## config.mk

```make
export PLATFORM = sky130hd
export DESIGN_NAME = bcd_rtc_regs
export DESIGN_NICKNAME = d
export VERILOG_FILES = /design/src/rtl/bcd_rtc_pkg.sv /design/src/rtl/bcd_rtc_ctl.sv /design/src/rtl/bcd_rtc_dp.sv /design/src/rtl/bcd_rtc_regs.sv
export SDC_FILE = /design/constraint.sdc
export NUM_CORES = 1
export LEC_CHECK = 0
export BUFFER_PORTS_ARGS = -buffer_cell sky130_fd_sc_hd__buf_2
export CAP_MARGIN = 20
export CORE_UTILIZATION = 41
export DETAILED_ROUTE_END_ITERATION = 8
export PLACE_DENSITY_LB_ADDON = 0.12
export SLEW_MARGIN = 10
export SYNTH_ARGS = -nofsm -noshare
export SYNTH_HDL_FRONTEND = slang
export SYNTH_SLANG_ARGS = --single-unit
```

## constraint.sdc

```tcl
create_clock -name clk -period 4.2 [get_ports clk]
set_input_delay 0.63 -clock clk [delete_from_list [all_inputs] [get_ports clk]]
set_output_delay 0.63 -clock clk [all_outputs]
set_load 0.03 [all_outputs]
```

## src/rtl/bcd_rtc_pkg.sv

```systemverilog
package bcd_rtc_pkg;
  localparam int FIELD_CNT = 8;

  typedef logic [FIELD_CNT-1:0][7:0] calSet_t;

  typedef enum logic [2:0] {
    F_SEC, F_MIN, F_HOUR, F_WDAY, F_DATE, F_MONTH, F_YEAR, F_CENT
  } fieldId_e;

  typedef struct packed {
    logic     secTick;
    logic     fieldWr;
    fieldId_e fieldSel;
    logic [7:0] wrByte;
    logic     holdExt;
  } ctlStrb_t;

  localparam calSet_t RESET_TIME = 64'h20_00_01_01_01_00_00_00;

  function automatic logic [7:0] fieldMask(fieldId_e f);
    case (f)
      F_SEC, F_MIN:    return 8'h7F;
      F_HOUR, F_DATE:  return 8'h3F;
      F_WDAY:          return 8'h07;
      F_MONTH:         return 8'h1F;
      default:         return 8'hFF;
    endcase
  endfunction

  function automatic logic [7:0] bcdInc(logic [7:0] v);
    if (v[3:0] >= 4'd9) return {v[7:4] + 4'd1, 4'd0};
    return {v[7:4], v[3:0] + 4'd1};
  endfunction

  // divisible by 4 in BCD: even tens -> units 0/4/8, odd tens -> units 2/6
  function automatic logic isLeap(logic [7:0] yr);
    if (yr[4]) return (yr[3:0] == 4'd2) || (yr[3:0] == 4'd6);
    return (yr[3:0] == 4'd0) || (yr[3:0] == 4'd4) || (yr[3:0] == 4'd8);
  endfunction

  function automatic logic [7:0] monthLen(logic [7:0] mon, logic [7:0] yr);
    case (mon)
      8'h02:                      return isLeap(yr) ? 8'h29 : 8'h28;
      8'h04, 8'h06, 8'h09, 8'h11: return 8'h30;
      default:                    return 8'h31;
    endcase
  endfunction
endpackage

```

## src/rtl/bcd_rtc_ctl.sv

```systemverilog
module bcd_rtc_ctl
  import bcd_rtc_pkg::*;
#(
  parameter int ADDR_W        = 15,
  parameter int TICKS_PER_SEC = 4096
) (
  input  logic              clk,
  input  logic              rstN,
  input  logic              subTick,
  input  logic              ceN,
  input  logic              weN,
  input  logic [ADDR_W-1:0] addr,
  input  logic [7:0]        wrData,
  output ctlStrb_t          strb
);
  localparam int PRE_W = (TICKS_PER_SEC > 1) ? $clog2(TICKS_PER_SEC) : 1;
  localparam logic [PRE_W-1:0] PRE_LAST = PRE_W'(TICKS_PER_SEC - 1);

  logic [PRE_W-1:0] presc;
  logic             wrPrev;
  logic             freeze;
  logic             inWindow;
  logic [3:0]       off;
  logic [3:0]       selTmp;
  logic             wrStart;
  logic             isField;
  logic             isCtl;

  assign off      = addr[3:0];
  assign inWindow = &addr[ADDR_W-1:4];
  assign isField  = inWindow && (off == 4'h7 || off >= 4'h9);
  assign isCtl    = inWindow && (off == 4'h8);
  assign wrStart  = !ceN && !weN && !wrPrev;
  assign selTmp   = off - 4'h9;

  always_comb begin
    strb.fieldWr  = wrStart && isField;
    strb.fieldSel = (off == 4'h7) ? F_CENT : fieldId_e'(selTmp[2:0]);
    strb.wrByte   = wrData;
    strb.secTick  = subTick && (presc == PRE_LAST) && !strb.fieldWr;
    strb.holdExt  = freeze;
  end

  always_ff @(posedge clk or negedge rstN) begin
    if (!rstN) begin
      presc  <= '0;
      wrPrev <= 1'b0;
      freeze <= 1'b0;
    end else begin
      wrPrev <= !ceN && !weN;
      if (strb.fieldWr)
        presc <= '0;
      else if (subTick)
        presc <= (presc == PRE_LAST) ? '0 : presc + 1'b1;
      if (wrStart && isCtl)
        freeze <= wrData[6];
    end
  end
endmodule

```

## src/rtl/bcd_rtc_dp.sv

```systemverilog
module bcd_rtc_dp
  import bcd_rtc_pkg::*;
#(
  parameter int ADDR_W = 15
) (
  input  logic              clk,
  input  logic              rstN,
  input  ctlStrb_t          strb,
  input  logic              battLow,
  input  logic              ceN,
  input  logic              weN,
  input  logic              oeN,
  input  logic [ADDR_W-1:0] addr,
  output logic [7:0]        rdData,
  output logic              rdOe,
  output calSet_t           intTime,
  output calSet_t           extTime
);
  calSet_t    nxt;
  logic       cMin, cHour, cDay, cMon, cYear, cCent;
  logic [7:0] wrMasked;
  logic [3:0] off;
  logic [3:0] idxTmp;
  logic       inWindow;
  logic       rdSel;

  assign wrMasked = strb.wrByte & fieldMask(strb.fieldSel);

  // carry chain for one elapsed second
  always_comb begin
    nxt = intTime;
    cMin = intTime[F_SEC] == 8'h59;
    nxt[F_SEC] = cMin ? 8'h00 : bcdInc(intTime[F_SEC]);
    cHour = cMin && intTime[F_MIN] == 8'h59;
    if (cMin) nxt[F_MIN] = (intTime[F_MIN] == 8'h59) ? 8'h00 : bcdInc(intTime[F_MIN]);
    cDay = cHour && intTime[F_HOUR] == 8'h23;
    if (cHour) nxt[F_HOUR] = (intTime[F_HOUR] == 8'h23) ? 8'h00 : bcdInc(intTime[F_HOUR]);
    if (cDay) nxt[F_WDAY] = (intTime[F_WDAY] >= 8'h07) ? 8'h01 : intTime[F_WDAY] + 8'h01;
    cMon = cDay && intTime[F_DATE] == monthLen(intTime[F_MONTH], intTime[F_YEAR]);
    if (cDay) nxt[F_DATE] = cMon ? 8'h01 : bcdInc(intTime[F_DATE]);
    cYear = cMon && intTime[F_MONTH] == 8'h12;
    if (cMon) nxt[F_MONTH] = cYear ? 8'h01 : bcdInc(intTime[F_MONTH]);
    cCent = cYear && intTime[F_YEAR] == 8'h99;
    if (cYear) nxt[F_YEAR] = cCent ? 8'h00 : bcdInc(intTime[F_YEAR]);
    if (cCent) nxt[F_CENT] = (intTime[F_CENT] == 8'h99) ? 8'h00 : bcdInc(intTime[F_CENT]);
  end

  always_ff @(posedge clk or negedge rstN) begin
    if (!rstN) begin
      intTime <= RESET_TIME;
      extTime <= RESET_TIME;
    end else begin
      if (strb.fieldWr)
        intTime[strb.fieldSel] <= wrMasked;
      else if (strb.secTick)
        intTime <= nxt;
      if (strb.fieldWr)
        extTime[strb.fieldSel] <= wrMasked;
      else if (!strb.holdExt)
        extTime <= intTime;
    end
  end

  assign off      = addr[3:0];
  assign idxTmp   = off - 4'h9;
  assign inWindow = &addr[ADDR_W-1:4];
  assign rdSel    = !ceN && weN;
  assign rdOe     = rdSel && !oeN;

  always_comb begin
    rdData = 8'h00;
    if (rdSel && inWindow) begin
      if (off == 4'h0)      rdData = {3'b000, battLow, 4'b0000};
      else if (off == 4'h7) rdData = extTime[F_CENT];
      else if (off == 4'h8) rdData = {1'b0, strb.holdExt, 6'b000000};
      else if (off >= 4'h9) rdData = extTime[idxTmp[2:0]];
    end
  end
endmodule

```

## src/rtl/bcd_rtc_regs.sv

```systemverilog
module bcd_rtc_regs
  import bcd_rtc_pkg::*;
#(
  parameter int ADDR_W        = 15,
  parameter int TICKS_PER_SEC = 4096
) (
  input  logic              clk,
  input  logic              rstN,
  input  logic              subTick,
  input  logic              battLow,
  input  logic              ceN,
  input  logic              oeN,
  input  logic              weN,
  input  logic [ADDR_W-1:0] addr,
  input  logic [7:0]        wrData,
  output logic [7:0]        rdData,
  output logic              rdOe
);
  ctlStrb_t ctlStrb;
  calSet_t  intTime;
  calSet_t  extTime;

  bcd_rtc_ctl #(.ADDR_W(ADDR_W), .TICKS_PER_SEC(TICKS_PER_SEC)) u_ctl (
    .clk(clk), .rstN(rstN), .subTick(subTick), .ceN(ceN), .weN(weN),
    .addr(addr), .wrData(wrData), .strb(ctlStrb)
  );

  bcd_rtc_dp #(.ADDR_W(ADDR_W)) u_dp (
    .clk(clk), .rstN(rstN), .strb(ctlStrb), .battLow(battLow), .ceN(ceN),
    .weN(weN), .oeN(oeN), .addr(addr), .rdData(rdData), .rdOe(rdOe),
    .intTime(intTime), .extTime(extTime)
  );
endmodule

```

==> metrics.md, run 1 <==
| Metric | Value |
|---|---|
| Share of the synthesized area in the top cell type | 38.1% |
| Worst slew margin | 38.2% |
| First-pass GRT wire length | between 40 and 50 mm |
| Cell taking the most area after synthesis | dfrtp_1 |
| # setup viols final | 0 |
| R2R Setup Slk | between 800 and 900 ps |
| Max FO, Critical Path | 13 |
| Netlist Area Pre-Place | 8790 sq um |
| Slew Viols, Final | 0 |
| Pleak | 4.46 nW |
| Layout Cell Area excl Fill | 9900 sq um |
| Top_reg_cell synth | dfrtp_1 |
| Synth area leaders | dfrtp_1, ha_1, nand2_1 |
| Worst skew pair latency | 430 ps |
| Yosys cell types | 74 |
| Cts hold-fix bufs | 0 |
| # nets final | approximately 1100 |
| Syn nets | between 1000 and 1500 |
| Final RePlAce weighted congestion | 0.918 |
| Routed WL | 28.1 mm |
| Post-synthesis async set-or-reset flop share | 100% |
| Fin util | 47.1% |
| Avg Inst Size Synth | 9.19 sq um |
| CP startpoint kind | input pin |
| DRC | 0 |
| Fin cells | 1287 |
| GRT Resource Usage Total | 26.6% |
| Number of vias per cell | 6.03 |
| Vias in the first global route | 7307 |
| Final Hold Vio Count | 0 |
| Setup Skew | ~10 ps |
| Drt pass-1 iters | 9 |
| Buffers inserted by post-CTS timing repair | 0 |
| Worst-path clk slew | 60 ps |
| Cts bufs inserted | 17 |
| Reg2Reg Depth | 10 |
| Layout area overhead | 12.6% |
| Tmin final | 3680 ps |
| Grt ovf | 0 |
| Clk root buf | clkbuf_16 |
| RSZ-0062 raised after global routing | false |
| DRT iter0 DRCs | 803 |
| Seq/Total Area, Yosys | between 40% and 50% |
| Max-Cap Viols | 0 |
| CTS tree | built |
| Final Cycle Share | 87.7% |
| WL per Instance | 21.8 um |
| Site Rows | 53 |
| Largest net degree at the start of global routing | slightly below 100 |
| Post-cts sizing count | 0 |
| Routed Antenna Nets | 0 |
| Via count | between 7000 and 8000 |
| Core Region | between 20000 and 25000 sq um |
| Hold_ws | approximately 310 ps |
| Worst VDD drop | between 0.15 and 0.2 mV |
| Fmax | around 270 MHz |
| Post-Place Cells | 1254 |
| Cells after Synth | 957 |
| Initial antenna violation count | 1 |
| Run status | complete, no violations |
| CP Class | input pin to output pin |
| CTS H-tree depth | 4 |
| Layout cells sized above 1 | 14.7% |
| IO Pins | 39 |
| Synth Register Bits | 142 |
| Worst-margin pin slew | 928 ps |
| Initial core utilization | 41.8% |
| FF-to-FF Start | u_dp.intTime[9]$_DFFE_PN0P_ |
| Crit path DAT | 3050 ps |
| Reg2reg end | u_dp.intTime[44]$_DFFE_PN0P_ |
| Die width | 148 um |
| Worst setup EP type | output pin |
| Die H | 148 um |
| Placed Area | 9380 sq um |
| Most frequent cells in the layout | dfrtp_1, nand2_1, nor2_1 |
| Hold Crit Class | input pin to async pin |
| Commonest non-fill, non-tap cell in the layout | dfrtp_1 |
| Critical path required time | 3570 ps |
| Setup TNS | 0 ps |
| DP HPWL | 20.5 mm |
| CTS Sinks | 142 |
| CTS max path bufs | 2 |
| Full die area | 22000 sq um |
| PD cells | about 320 nW/um^2 |
| PortBufs | 38 |
| Post-synth EDFFs | 0 |
| Synth warn | 0 |
[cell usage after synthesis, types with 12 or more instances]
cell,n
dfrtp_1,134
nand2_1,119
nor2_1,114
o21ai_0,56
ha_1,44
nand3_1,42
a21oi_1,35
inv_1,34
a221o_1,31
clkbuf_1,22
nor3_1,22
a22oi_1,19
nand4_1,19
o211ai_1,17
mux2_2,16
mux4_2,16
and2_1,12
and3_1,12
nor2b_1,12
[layer usage]
layer	vias to the layer above	track usage [%]	routed length (um)
li1	3580	-	-
met1	3828	38.9	12900
met2	308	38.6	12200
met3	48	6.10	2280
met4	0	8.45	633
met5	-	0	0
[worst max path at each step]
| stage | depth (start not counted) | end | startpoint |
|---|---|---|---|
| 4_1_cts | 11 | rdData[6] | addr[0] |
| 2_1_floorplan | 11 | rdData[2] | addr[0] |
| 3_5_place_dp | 11 | rdData[6] | addr[0] |
| 6_report | 10 | rdData[1] | addr[0] |
| 5_1_grt | 11 | rdData[6] | addr[0] |
| 3_3_place_gp | 11 | rdData[6] | addr[0] |
[sequential cells by signal, summed over array words and instances, names as in the netlist]
signal and flops:
u_ctl.freeze 1, u_ctl.presc 12, u_ctl.wrPrev 1, u_dp.extTime 64, u_dp.intTime 64
[layout make-up]
| cell class | instances | area, sq um |
|---|---|---|
| fill | 1994 | 11100 |
| clock inverter | 8 | 42.5 |
| clock buffer | 24 | 472 |
| multi-input combinational | 737 | 4920 |
| antenna | 1 | 2.50 |
| inverter | 35 | 131 |
| timing repair buffer | 65 | 424 |
| tap | 275 | 344 |
| sequential | 142 | 3560 |
[report_power, final]
part | switching [mW] | internal, mW | leakage [nW] | total [mW]
logic | 0.180 | 0.116 | 2.37 | 0.296
clock network | 0.589 | 0.779 | 0.257 | 1.37
registers | 0.0501 | 1.41 | 1.84 | 1.46
[per-stage QoR]
step,setup slack [ps],power [mW]
floorplan,419,1.66
global placement,537,1.77
detailed placement,529,1.78
CTS,532,3.14
global route,318,3.25
finish,516,3.12
[worst max-delay path, stage by stage]
cell      delay, ps
buf_2           120
clkinv_1         90
ha_1            650
buf_4           320
mux4_2          340
mux2_2          280
a22o_1          180
a22oi_1         140
nor2_1          100
buf_2           190
[cells by family (layout without fill, tap and decap cells)]
group | after synthesis | in the layout | synth area share (%)
fa+ha+maj | 44 | 44 | 6.26
simple gates | 407 | 407 | 22.5
buf+inv | 78 | 132 | 3.60
other cells | 0 | 1 | 0
compound gates | 225 | 225 | 17.9
flops | 142 | 142 | 40.5
xor+xnor | 16 | 16 | 1.59
mux | 45 | 45 | 7.66
(Power assumes the default switching activity.)
==> inputs of run 2 (changes only) <==
--- a/config.mk
+++ b/config.mk
@@ -9,6 +9,7 @@
 export CAP_MARGIN = 20
 export CORE_UTILIZATION = 41
 export DETAILED_ROUTE_END_ITERATION = 8
+export GPL_TIMING_DRIVEN = 0
 export PLACE_DENSITY_LB_ADDON = 0.12
 export SLEW_MARGIN = 10
 export SYNTH_ARGS = -nofsm -noshare
==> metrics.md, run 2 (synthesis gave the netlist of run 1 again) <==
| Metric | Value |
|---|---|
| Run status | complete, no violations |
| Hold_ws | 108 ps (-206 ps) |
| Initial core utilization | 41.8% (unchanged) |
| Worst skew pair latency | 430 ps (about the same) |
| Crit path DAT | 4310 ps (+1260 ps) |
| Worst slew margin | 33.0% (-5.2 points) |
| Worst VDD drop | 0.245 mV (+26%) |
| Overall Power | 3.34 mW (+7.0%) |
| Fill count | 2018 (+1.2%) |
| Part of the power in combinational logic | 9.5% (about the same) |
| Site Rows | 53 (unchanged) |
| Sequential power share | 43.3% (-3.4 points) |
| CTS max path bufs | 2 (unchanged) |
| CTS H-tree depth | 4 (unchanged) |
| DRT iter0 DRCs | 714 (-11%) |
| DRC | 0 (unchanged) |
| Final Cycle Share | 95.1% (+7.4 points) |
| Worst setup EP type | flop |
| Slew Viols, Final | 0 (unchanged) |
| Net Switching | 0.864 mW (+5.6%) |
| Clk pwr share | 47.2% (+3.4 points) |
| Fmax | 250 MHz (-7.8%) |
| Antenna diode count | 0 (-1) |
| Final Hold Vio Count | 0 (unchanged) |
| GRT Resource Usage Total | 27.4% (+0.87 points) |
| Die H | 148 um (unchanged) |
| Cts bufs inserted | 17 (unchanged) |
| DP HPWL | 21.1 mm (+2.9%) |
| Setup Skew | 11.3 ps (+1.33 ps) |
| Layout cells sized above 1 | 13.4% (-1.3 points) |
| Core Region | 21000 sq um (unchanged) |
| Initial antenna violation count | 0 (-1) |
| Full die area | 22000 sq um (unchanged) |
| Worst-margin pin slew | 1010 ps (+77.8 ps) |
| Critical path cell sequence | buf_2, buf_2, clkinv_2, ha_4, buf_2, nor2b_1, o21ai_1, and3_1, clkbuf_1, nor2_1, buf_2, buf_1, a221o_1 |
| Pleak | 4.44 nW (-0.53%) |
| Commonest non-fill, non-tap cell in the layout | dfrtp_1 |
| PortBufs | 35 (-7.9%) |
| Largest net degree at the start of global routing | 85 (-13%) |
| CP Class | input pin to flop |
| Switching Fraction | 25.9% (-0.35 points) |
| Vias in the first global route | 7332 (+0.34%) |
| CP max-delay cell | clkbuf_1 |
| Crit-path max cell delay | 500 ps (-150 ps) |
| Critical path required time | 4520 ps (+950 ps) |
| Setup ws final | 204 ps (-312 ps) |
| CTS tree | built |
| CTS Sinks | 142 (unchanged) |
| PD cells | 335 nW/um^2 (+6.4%) |
| Max-Cap Viols | 0 (unchanged) |
| Grt ovf | 0 (unchanged) |
| Most numerous cell on the critical path | buf_2 |
| Clk root buf | clkbuf_16 |
| Worst-path clk slew | 70 ps (about the same) |
| Final RePlAce weighted congestion | 0.936 (+1.9%) |
| # nets final | 1084 (+1.1%) |
| Critical path buffer and inverter count | 7 (+3) |
| CP startpoint kind | input pin |
| Routed Antenna Nets | 0 (unchanged) |
| # setup viols final | 0 (unchanged) |
| Placement Setup Slack | -525 ps (-1050 ps) |
| Layout area overhead | 13.3% |
| Hold Crit Class | input pin to async pin |
| Tmin final | 4000 ps (+312 ps) |
| Biggest regs | u_dp.extTime x64, u_dp.intTime x64, u_ctl.presc x12 |
| Placed Area | 9350 sq um (-0.36%) |
| First-pass GRT wire length | 44.5 mm (+1.8%) |
| Cts hold-fix bufs | 0 (unchanged) |
| Die width | 148 um (unchanged) |
| WL per Instance | 22.3 um (+2.2%) |
| RSZ-0062 raised after global routing | false |
| Top delay family on crit path | buffers and inverters |
| Routed WL | 28.9 mm (+3.1%) |
| IO Pins | 39 (unchanged) |
| Most frequent cells in the layout | dfrtp_1, nand2_1, nor2_1 |
| Drt pass-1 iters | 6 (-3) |
| Max FO, Critical Path | 10 (-3) |
| Pint | 2.48 mW (+7.5%) |
| Fin util | 47.4% (+0.29 points) |
| Number of vias per cell | 5.99 (-0.63%) |
| Via count | 7781 (+0.22%) |
| Layout Cell Area excl Fill | 9960 sq um (+0.62%) |
## run 2: cell types whose count changed in the layout (fill, tap and decap cells not counted), moves of 2 or more
cell	previous run	this run
buf_2	37	42
inv_6	0	2
buf_4	25	1
clkinv_4	0	2
buf_1	0	9
clkbuf_1	5	21
buf_12	2	0
bufinv_16	0	3
## run 2: metal layers
metal / vias to the layer above / GRT usage, % / part of all wire, %
li1: 3616 / - / -
met1: 3823 / 39.7 / 46
met2: 301 / 40.1 / 44
met3: 41 / 6.20 / 8.0
met4: 0 / 9.43 / 2.5
met5: - / 0 / 0
## run 2: power by group through the flow
stage	logic (mW)	clock network, mW	registers, mW
6_report	0.319	1.58	1.45
5_1_grt	0.351	1.66	1.45
4_1_cts	0.320	1.60	1.45
3_5_place_dp	0.318	0	1.47
3_3_place_gp	0.307	0	1.47
2_1_floorplan	0.200	0	1.46
## run 2: repair_timing
item	4_1_cts	5_1_grt
setup endpoints to repair	8	2
gates resized for setup	3	1
setup buffers	0	0
## run 2: worst reg2reg max path: cells and delay by family, from the launching register on
family	cells	cell delay, ps
AOI/OAI and AO/OA	5	1540
DFF	1	610
buffers and inverters	2	450
and+or+nand+nor	2	410
adders and majority gates	1	270
muxes	1	190
## run 2: final timing paths
kind | startpoint | endpoint | slack (ps) | depth (start not counted)
max reg2reg | u_dp.intTime[40]$_DFFE_PN1P_ | u_dp.intTime[39]$_DFFE_PN0P_ | 610 | 11
max | addr[0] | u_dp.extTime[63]$_DFFE_PN0P_ | 200 | 13
min | rstN | u_dp.intTime[31]$_DFFE_PN0P_ | 110 | 1
min in group clk | weN | u_ctl.wrPrev$_DFF_PN0_ | 370 | 2
max in group asynchronous | rstN | u_dp.intTime[24]$_DFFE_PN1P_ | 3270 | 2
min reg2reg | u_dp.extTime[23]$_DFFE_PN0P_ | u_dp.extTime[23]$_DFFE_PN0P_ | 480 | 2
## run 2: metrics by stage
stage	std cells	setup TNS, ps
CTS	1299	0
global placement	1267	-9460
finish	1298	0
global route	1298	0
floorplan	957	0
detailed placement	1268	-10900
## run 2: cell type report
| cell class | instances | area, sq um | area share [%] |
|---|---|---|---|
| sequential | 142 | 3560 | 35.8 |
| tap | 275 | 344 | 3.45 |
| multi-input combinational | 737 | 4920 | 49.4 |
| buffer | 41 | 179 | 1.80 |
| clock inverter | 14 | 165 | 1.66 |
| inverter | 35 | 133 | 1.33 |
| clock buffer | 18 | 439 | 4.41 |
| timing repair buffer | 36 | 213 | 2.14 |
